### config.mk
export PLATFORM = sky130hd
export DESIGN_NAME = sigdet_qual
export DESIGN_NICKNAME = d
export VERILOG_FILES = /design/src/rtl/sq_pkg.sv /design/src/rtl/sq_char_scan.sv /design/src/rtl/sq_k_window.sv /design/src/rtl/sq_interval_eval.sv /design/src/rtl/sigdet_qual.sv
export SDC_FILE = /design/constraint.sdc
export NUM_CORES = 1
export LEC_CHECK = 0
export ABC_AREA = 0
export BUFFER_PORTS_ARGS = -buffer_cell sky130_fd_sc_hd__buf_2
export CAP_MARGIN = 20
export CORE_MARGIN = 2
export CORE_UTILIZATION = 25
export DETAILED_ROUTE_END_ITERATION = 7
export GPL_TIMING_DRIVEN = 0
export PLACE_DENSITY = 0.54
export SLEW_MARGIN = 20
export SYNTH_ARGS = -nofsm -noshare
export SYNTH_HDL_FRONTEND = slang
export SYNTH_HIERARCHICAL = 1
export SYNTH_SLANG_ARGS = --single-unit
### constraint.sdc
create_clock -name clk -period 1.9 [get_ports clk]
set_input_delay 0.38 -clock clk [delete_from_list [all_inputs] [get_ports clk]]
set_output_delay 0.38 -clock clk [all_outputs]
set_load 0.03 [all_outputs]
### src/rtl/sq_pkg.sv
package sq_pkg;

  localparam int CW = 10;

  typedef logic [CW-1:0] char_t;

  // negative-disparity K28.5, bit 0 received first: 0011111010
  localparam char_t K28_NEG = 10'h17C;

  function automatic logic is_all_zero(input char_t c);
    return (c == '0);
  endfunction

  function automatic logic is_all_one(input char_t c);
    return (&c);
  endfunction

  function automatic logic is_k28_neg(input char_t c);
    return (c == K28_NEG);
  endfunction

  // word cycles needed to cover a window of characters
  function automatic int win_cycles(input int chars, input int per_word);
    return (chars + per_word - 1) / per_word;
  endfunction

endpackage

### src/rtl/sq_char_scan.sv
module sq_char_scan
  import sq_pkg::*;
#(
  parameter int NCH = 2
) (
  input  logic [NCH*CW-1:0] word,
  output logic              zero_hit,
  output logic              ones_hit,
  output logic              k_hit
);

  logic [NCH-1:0] z_v, o_v, k_v;

  for (genvar i = 0; i < NCH; i++) begin : g_slot
    assign z_v[i] = is_all_zero(word[i*CW +: CW]);
    assign o_v[i] = is_all_one(word[i*CW +: CW]);
    assign k_v[i] = is_k28_neg(word[i*CW +: CW]);
  end

  assign zero_hit = |z_v;
  assign ones_hit = |o_v;
  assign k_hit    = |k_v;

endmodule

### src/rtl/sq_k_window.sv
module sq_k_window #(
  parameter int WIN_CYC = 32780
) (
  input  logic clk,
  input  logic rst_n,
  input  logic enable,
  input  logic k_hit,
  output logic miss
);

  localparam int WW = (WIN_CYC > 1) ? $clog2(WIN_CYC) : 1;
  localparam logic [WW-1:0] LAST = WW'(WIN_CYC - 1);

  logic [WW-1:0] cnt;
  logic          seen;
  logic          at_end;

  assign at_end = (cnt == LAST);
  assign miss   = enable && at_end && !(seen || k_hit);

  always_ff @(posedge clk or negedge rst_n) begin
    if (!rst_n) begin
      cnt  <= '0;
      seen <= 1'b0;
    end else if (!enable || at_end) begin
      cnt  <= '0;
      seen <= 1'b0;
    end else begin
      cnt  <= cnt + 1'b1;
      seen <= seen | k_hit;
    end
  end

  // window position never passes its last cycle
  p_win_range_r6: assert property (@(posedge clk) disable iff (!rst_n)
    cnt <= LAST);

  // a sighting inside a window prevents the miss at its end
  p_seen_no_miss_r6: assert property (@(posedge clk) disable iff (!rst_n)
    (enable && k_hit && !at_end) |=> !miss);

endmodule

### src/rtl/sq_interval_eval.sv
module sq_interval_eval #(
  parameter int INTERVAL = 4
) (
  input  logic clk,
  input  logic rst_n,
  input  logic amp_bad,
  input  logic stuck_bad,
  input  logic k_bad,
  output logic interval_end,
  output logic sig_ok
);

  localparam int PW = (INTERVAL > 1) ? $clog2(INTERVAL) : 1;
  localparam logic [PW-1:0] PLAST = PW'(INTERVAL - 1);

  logic [PW-1:0] phase;
  logic          fail_acc;
  logic          fail_now;

  assign fail_now     = amp_bad || stuck_bad || k_bad;
  assign interval_end = (phase == PLAST);

  always_ff @(posedge clk or negedge rst_n) begin
    if (!rst_n) begin
      phase    <= '0;
      fail_acc <= 1'b0;
      sig_ok   <= 1'b0;
    end else if (interval_end) begin
      phase    <= '0;
      fail_acc <= 1'b0;
      sig_ok   <= !(fail_acc || fail_now);
    end else begin
      phase    <= phase + 1'b1;
      fail_acc <= fail_acc || fail_now;
    end
  end

  // flag is held between interval ends
  p_hold_r2: assert property (@(posedge clk) disable iff (!rst_n)
    !interval_end |=> $stable(sig_ok));

  // flag can only rise right after an interval end
  p_rise_r1: assert property (@(posedge clk) disable iff (!rst_n)
    $rose(sig_ok) |-> $past(interval_end));

  // low amplitude in the closing cycle forces the flag low
  p_amp_r3: assert property (@(posedge clk) disable iff (!rst_n)
    (interval_end && amp_bad) |=> !sig_ok);

endmodule

### src/rtl/sigdet_qual.sv
module sigdet_qual
  import sq_pkg::*;
#(
  parameter int NCH          = 2,
  parameter int INTERVAL     = 4,
  parameter int WINDOW_CHARS = 65560
) (
  input  logic              clk,
  input  logic              rst_n,
  input  logic [NCH*CW-1:0] rx_word,
  input  logic              amp_ok,
  input  logic              loopback,
  input  logic              comma_en,
  output logic              sig_ok
);

  localparam int WIN_CYC = win_cycles(WINDOW_CHARS, NCH);

  logic zero_hit, ones_hit, k_hit;
  logic stuck_on, k_on;
  logic stuck_bad, k_miss;
  logic interval_end;

  // mode table: loopback keeps only amplitude, comma enable drops K28.5-
  assign stuck_on  = !loopback;
  assign k_on      = !loopback && !comma_en;
  assign stuck_bad = stuck_on && (zero_hit || ones_hit);

  sq_char_scan #(.NCH(NCH)) u_scan (
    .word     (rx_word),
    .zero_hit (zero_hit),
    .ones_hit (ones_hit),
    .k_hit    (k_hit)
  );

  sq_k_window #(.WIN_CYC(WIN_CYC)) u_kwin (
    .clk    (clk),
    .rst_n  (rst_n),
    .enable (k_on),
    .k_hit  (k_hit),
    .miss   (k_miss)
  );

  sq_interval_eval #(.INTERVAL(INTERVAL)) u_eval (
    .clk          (clk),
    .rst_n        (rst_n),
    .amp_bad      (!amp_ok),
    .stuck_bad    (stuck_bad),
    .k_bad        (k_miss),
    .interval_end (interval_end),
    .sig_ok       (sig_ok)
  );

  p_zero_r4: assert property (@(posedge clk) disable iff (!rst_n)
    (interval_end && !loopback && zero_hit) |=> !sig_ok);

  p_ones_r5: assert property (@(posedge clk) disable iff (!rst_n)
    (interval_end && !loopback && ones_hit) |=> !sig_ok);

  p_kmiss_r6: assert property (@(posedge clk) disable iff (!rst_n)
    (interval_end && k_miss) |=> !sig_ok);

  p_kdis_r7: assert property (@(posedge clk) disable iff (!rst_n)
    (comma_en || loopback) |-> !k_miss);

  // in loopback a good amplitude on the closing cycle with no
  // earlier failure source besides amplitude is not blocked by patterns
  p_loop_r8: assert property (@(posedge clk) disable iff (!rst_n)
    loopback |-> !stuck_bad);

endmodule

==> results.toml, run 1 <==
[outcome]
outcome = "complete, no violations"

[yosys]
synth_cells = 117
synth_compound_area_share_pct = 2.206
yosys_most_used_dff = "dfrtp_1"
ys_types = 28
synth_area_leaders = "dfrtp_1 44%, xnor2_1 9.6%, nor2_1 7.9%"
synth_top_area_share_pct = 44.12
syn_nets = 144
syn_avg_cell_area_um2 = 10.18
synth_top_family_by_area = "simple AND/OR/NAND/NOR gates"
ys_seq_area_share_pct = 44.12
yosysWarnings = 6
ys_seq_elements = 21
yosys.area_share.adder_pct = 2.101
muxShareOfSynthArea_pct = 0.9454
synth_common_cells = "25 x nor2_1, 21 x dfrtp_1, 13 x xnor2_1, 9 x nand2_1"
synth-simple-area-share_pct = 38.45
synth_most_common_cell = "nor2_1"
synth_xor_xnor_area_share_pct = 10.29
synth_area_mm2 = 0.001191
synth_top_cell_by_area = "dfrtp_1"
synth_edf_count = 0
async_flop_share_pct = 100.0

[route]
num_vias = 936
ant_nets = 0
viasPerCell = 4.680
postRouteWirelength_um = 2224
drcViolationCount = 0
firstDrtPassIters = 4
wl_per_cell_um = 11.12
drt_first_iter_violations = 22

[power]
powerDensity_mw_per_mm2 = 560.8
leakage_nw = 0.6056
vdd_drop_max_v = 0.0001836

[clocking]
cts_buffer_depth = 2
clkSinkCount = 21
path_clk_slew_ns = 0.07
clock_tree.root_cell = "clkbuf_8"
postCtsSetupBuffers = 0
cts_hold_buf = 0
cts_buffers = 3
htree_levels = 1
cts_tree = "done"
clkLatencyLatePin_ns = 0.26

[floorplanning]
die-area_mm2 = 0.005333
core-area_mm2 = 0.004661
die_w_um = 73.03
core.rowCount = 25
pin_count = 26
initial_core_util_pct = 25.56
die_h_um = 73.03

[layout]
n_antenna_cell = 0
layout-drive-gt1-share_pct = 33.56
area_delta_synth_final_pct = 20.80
nets = 174
final_util_pct = 30.87
fillerInstances = 497

[sta]
fin_setup_tns_ns = 0
fin_crit_sh_pct = 92.70
skew_ns = 0.001406
grt_setup_unrepaired = "false"
drv_slew = 0
setup_viol = 0
fin_crit_ns = 1.761
worst_slew_pin_slew_ns = 0.4650
hold_viol = 0
fmax_mhz = 567.8
slew_headroom_pct = 69.00

[place]
globalplace.congestion = 0.7148
numPortBuffers = 25
dp_hpwl_um = 1770

[global_routing]
antenna_found_initial = 0
grt_start_max_net_pins = 22
grt_pass1_vias = 897
grt_util_all_layers_pct = 9.620
grt-ovfl-total = 0
grt_pass1_wl_um = 4002

[worst_setup_path]
cp-end-kind = "flop"
cp.required_ns = 2.05
worstSetupStartpointType = "flop"
critPathMaxFanout = 4
path_class = "reg2reg"
critical_path_arrival_ns = 1.91

[hold_path]
min_path_type = "in2async"

[flow_run]
cap_violations = 0
-- per-stage QoR --
| step | setup WS (ns) | instance area [um2] | cells | hold slack, ns | total power, mW |
|---|---|---|---|---|---|
| floorplan | 0.3004 | 1191 | 117 | 0.08441 | 0.4836 |
| global placement | 0.07573 | 1384 | 196 | 0.3683 | 0.5289 |
| detailed placement | 0.05638 | 1384 | 196 | 0.3730 | 0.5303 |
| CTS | 0.04782 | 1430 | 200 | 0.08960 | 0.8201 |
| global route | 0.01982 | 1439 | 200 | 0.09602 | 0.8574 |
| finish | 0.1387 | 1439 | 200 | 0.06636 | 0.8070 |
-- final cells by class --
cell class                      instances  area, um2  share of cell area [%]
Sequential cell                        21      525.5                   36.52
Multi-Input combinational cell         92      651.9                   45.30
Clock inverter                          1      5.005                  0.3478
Clock buffer                            3      41.29                   2.870
Inverter                                3      11.26                  0.7826
Tap cell                               54      67.56                   4.696
Buffer                                  1      11.26                  0.7826
Timing Repair Buffer                   25      125.1                   8.696
-- timing repair --
item | 4_1_cts | 5_1_grt
endpoints found under the hold margin | 0 | 0
resized for setup | 0 | 2
setup endpoints to repair | 0 | 11
-- sequential cells by signal, summed over array words and instances, names as in the netlist --
| signal | flops |
|---|---|
| u_eval/fail_acc | 1 |
| u_eval/phase | 2 |
| u_eval/sig_ok | 1 |
| u_kwin/cnt | 16 |
| u_kwin/seen | 1 |
-- logic make-up after synthesis --
group / Yosys count
buf+inv: 4
simple gates: 72
compound gates: 3
xor+xnor: 14
fa+ha+maj: 2
mux: 1
flops: 21
-- report_power, final --
part | internal, mW | switching [mW] | total (mW)
Sequential | 0.450 | 0.00294 | 0.453
Combinational | 0.0287 | 0.0377 | 0.0664
Clock | 0.146 | 0.142 | 0.287
Total | 0.625 | 0.182 | 0.807
-- worst max-delay path, stage by stage (launching register included) --
cell and delay [ns]:
dfrtp_1 0.41, ha_2 0.23, nor4bb_2 0.30, nand4_1 0.21
nor2_1 0.18, nor4_2 0.07, mux2_2 0.26
-- path summary, 6_finish.rpt --
path,start,end,depth (start not counted),slack [ns]
max in group asynchronous,rst_n,u_kwin/cnt[8]$_DFF_PN0_,1,1.51
min in group clk,comma_en,u_kwin/cnt[1]$_DFF_PN0_,3,0.43
hold / removal,rst_n,u_kwin/cnt[5]$_DFF_PN0_,1,0.07
setup reg to reg,u_kwin/cnt[0]$_DFF_PN0_,u_eval/sig_ok$_DFFE_PN0P_,6,0.14
hold reg to reg,u_eval/phase[0]$_DFF_PN0_,u_eval/phase[0]$_DFF_PN0_,1,0.43
setup / recovery,u_kwin/cnt[0]$_DFF_PN0_,u_eval/sig_ok$_DFFE_PN0P_,6,0.14
-- placed cells by master (no fill, tap or decap), drive strengths merged --
| master | n |
|---|---|
| nor2 | 27 |
| buf | 26 |
| dfrtp | 21 |
| xnor2 | 13 |
| nor4 | 12 |
| nand2 | 11 |
| nand3 | 7 |
| nand4 | 6 |
| nor3 | 5 |
| inv | 3 |
| clkbuf | 3 |
| ha | 2 |
| o21ba | 1 |
| clkinv | 1 |
| mux2 | 1 |
| nor4bb | 1 |
| nor4b | 1 |
| xor2 | 1 |
| and3 | 1 |
| and4 | 1 |
| a21o | 1 |
| a22o | 1 |
-- per-layer routing --
metal | vias up | GRT usage [%] | share of wire (%)
met5 | - | 0 | 0
met1 | 455 | 12.54 | 46
met2 | 7 | 15.62 | 51
met4 | 0 | 3.086 | 1.0
met3 | 2 | 2.348 | 1.5
li1 | 472 | - | -
Note: power is estimated with default switching activity, not from simulation.
==> run 2: changes to the inputs <==
SYNTH_HIERARCHICAL = not set   (was 1)
==> results.toml, run 2 <==
[outcome]
outcome = "complete, no violations"

[yosys]
synth_area_mm2 = 0.001092
syn_avg_cell_area_um2 = 9.498
synth_most_common_cell = "dfrtp_1"
yosysWarnings = 0
synth_edf_count = 0
ys_seq_elements = 21
synth_top_cell_by_area = "dfrtp_1"
ys_seq_area_share_pct = 48.11
yosys_most_used_dff = "dfrtp_1"
synth_top_area_share_pct = 48.11
synth_common_cells = "21 x dfrtp_1, 16 x nor2_1, 8 x nand4_1, 7 x nand2_1, 7 x or3_1"
synth_cells = 115
syn_nets = 142
ys_types = 28
synth_area_leaders = "dfrtp_1 48%, nor2_1 5.5%, xnor2_1 4.8%"
async_flop_share_pct = 100.0

[layout]
finish.instance_area_mm2 = 0.001399
n_antenna_cell = 0
largest_register_ffs = 16
nets = 175
layout-drive-gt1-share_pct = 29.93
fillerInstances = 448
multi_input_area_um2 = 593.1
area_delta_synth_final_pct = 28.06
largest-register = "u_kwin.cnt"
final_cells = 199
final_common_cell = "buf_2"
final_cell_mix = "25 x buf_2, 20 x dfrtp_1, 16 x nor2_1"
reg_top3 = "u_kwin.cnt x16, u_eval.phase x2"
regArea_um2 = 526.8

[worst_setup_path]
worstSetupStartpointType = "flop"
critPathBufInv = 1
path_class = "reg2reg"
slowest_stage = "or4_4"
crit_family = "simple AND/OR/NAND/NOR gates"
critical_path_arrival_ns = 2.01
cp.required_ns = 2.06
r2r_slack_ns = 0.05
critical_path.max_stage_delay_ns = 0.45
worstPathCellList = "buf_4, ha_2, nor4bb_2, nand4_1, or4_4, a41o_1"
cp-end-kind = "flop"
critPathMaxFanout = 3

[route]
drt_first_iter_violations = 24
drcViolationCount = 0
viasPerCell = 5.005
firstDrtPassIters = 4
ant_nets = 0
postRouteWirelength_um = 2384
num_vias = 996
wl_per_cell_um = 11.98

[floorplanning]
pin_count = 26
core.rowCount = 24
die-area_mm2 = 0.004914
core-area_mm2 = 0.004294
die_w_um = 70.10
die_h_um = 70.10
initial_core_util_pct = 25.44

[power]
leakage_nw = 0.5813
pwr-share-seq_pct = 55.6
combPwrFrac_pct = 8.1
vdd_drop_max_v = 0.0004954
powerDensity_mw_per_mm2 = 581.5
p_int_uw = 626.2
p_sw_share_pct = 23.02
p_sw_uw = 187.2
clkPwrFrac_pct = 36.3

[clocking]
cts_tree = "done"
clock_tree.root_cell = "clkbuf_8"
clkLatencyLatePin_ns = 0.26
cts_buffers = 3
cts_hold_buf = 0
htree_levels = 1
path_clk_slew_ns = 0.08
clkSinkCount = 21
cts_buffer_depth = 2

[global_routing]
antenna_found_initial = 0
grt_pass1_wl_um = 4071
grt_pass1_vias = 960
grt_util_all_layers_pct = 9.973
grt_start_max_net_pins = 22
grt-ovfl-total = 0

[place]
dp_hpwl_um = 1742
numPortBuffers = 25
place_inst = 192
globalplace.congestion = 0.7866
placement.cell_area_mm2 = 0.001282

[sta]
fin_crit_sh_pct = 97.38
worst_slew_pin_slew_ns = 0.4448
fin_crit_ns = 1.850
fmax_mhz = 540.5
drv_slew = 0
slew_headroom_pct = 70.34
setup_viol = 0
skew_ns = 0.006903
grt_setup_unrepaired = "true"
hold_viol = 0

[flow_run]
cap_violations = 0

[hold_path]
min_path_type = "in2async"
[run 2: routing by layer]
layer,global-route usage [%],wire [um],vias to the layer above
li1,-,-,493
met1,12.96,1101,462
met2,15.98,1093,39
met3,3.463,176,2
met4,2.350,12,0
met5,0,0,-
[run 2: path summary, 6_finish.rpt]
| path | endpoint | start | cells past startpoint |
|---|---|---|---|
| min in group clk | u_eval.phase[0]$_DFF_PN0_ | u_eval.phase[0]$_DFF_PN0_ | 1 |
| setup / recovery | u_eval.sig_ok$_DFFE_PN0P_ | u_kwin.cnt[1]$_DFF_PN0_ | 6 |
| setup reg to reg | u_eval.sig_ok$_DFFE_PN0P_ | u_kwin.cnt[1]$_DFF_PN0_ | 6 |
| hold reg to reg | u_eval.phase[0]$_DFF_PN0_ | u_eval.phase[0]$_DFF_PN0_ | 1 |
| max in group asynchronous | u_kwin.cnt[2]$_DFF_PN0_ | rst_n | 1 |
| hold / removal | u_kwin.cnt[15]$_DFF_PN0_ | rst_n | 1 |
[run 2: final cells by class]
cell class | instances | area share (%)
Multi-Input combinational cell | 90 | 42.40
Sequential cell | 21 | 37.66
Timing Repair Buffer | 28 | 10.82
Tap cell | 52 | 4.651
Clock buffer | 3 | 2.952
Inverter | 3 | 0.8050
Clock inverter | 1 | 0.3578
Buffer | 1 | 0.3578
[run 2: power groups by stage]
| stage | combinational (mW) | sequential [mW] | clock (mW) |
|---|---|---|---|
| 3_3_place_gp | 0.0575 | 0.462 | 0 |
| 5_1_grt | 0.0739 | 0.452 | 0.325 |
| 2_1_floorplan | 0.0157 | 0.463 | 0 |
| 4_1_cts | 0.0643 | 0.452 | 0.305 |
| 6_report | 0.0662 | 0.452 | 0.295 |
| 3_5_place_dp | 0.0598 | 0.462 | 0 |
[run 2: timing repair]
action / 4_1_cts / 5_1_grt
buffers inserted: 2 / 1
gates resized for setup: 3 / 9
pin swaps: 1 / 5
endpoints found under the setup margin: 12 / 13
[run 2: cell families after synthesis]
family | synth area share [%]
flip-flops | 48.11
adder cells (fa/ha/maj) | 2.291
buffers and inverters | 1.374
XOR/XNOR | 7.217
AO/OA/AOI/OAI | 7.217
AND/OR/NAND/NOR | 33.79
[run 2: per-stage QoR]
| step | utilization [%] | setup slack (ns) | hold slack, ns | TNS, ns | total power [mW] |
|---|---|---|---|---|---|
| global route | 32.58 | -0.02756 | 0.08278 | -0.1632 | 0.8516 |
| CTS | 31.67 | 0.005280 | 0.07024 | 0 | 0.8209 |
| floorplan | - | 0.09927 | 0.08441 | 0 | 0.4783 |
| global placement | 29.87 | -0.05236 | 0.3550 | -0.05236 | 0.5194 |
| finish | 32.58 | 0.04969 | 0.04938 | 0 | 0.8135 |
| detailed placement | 29.87 | -0.09303 | 0.3581 | -0.2712 | 0.5218 |
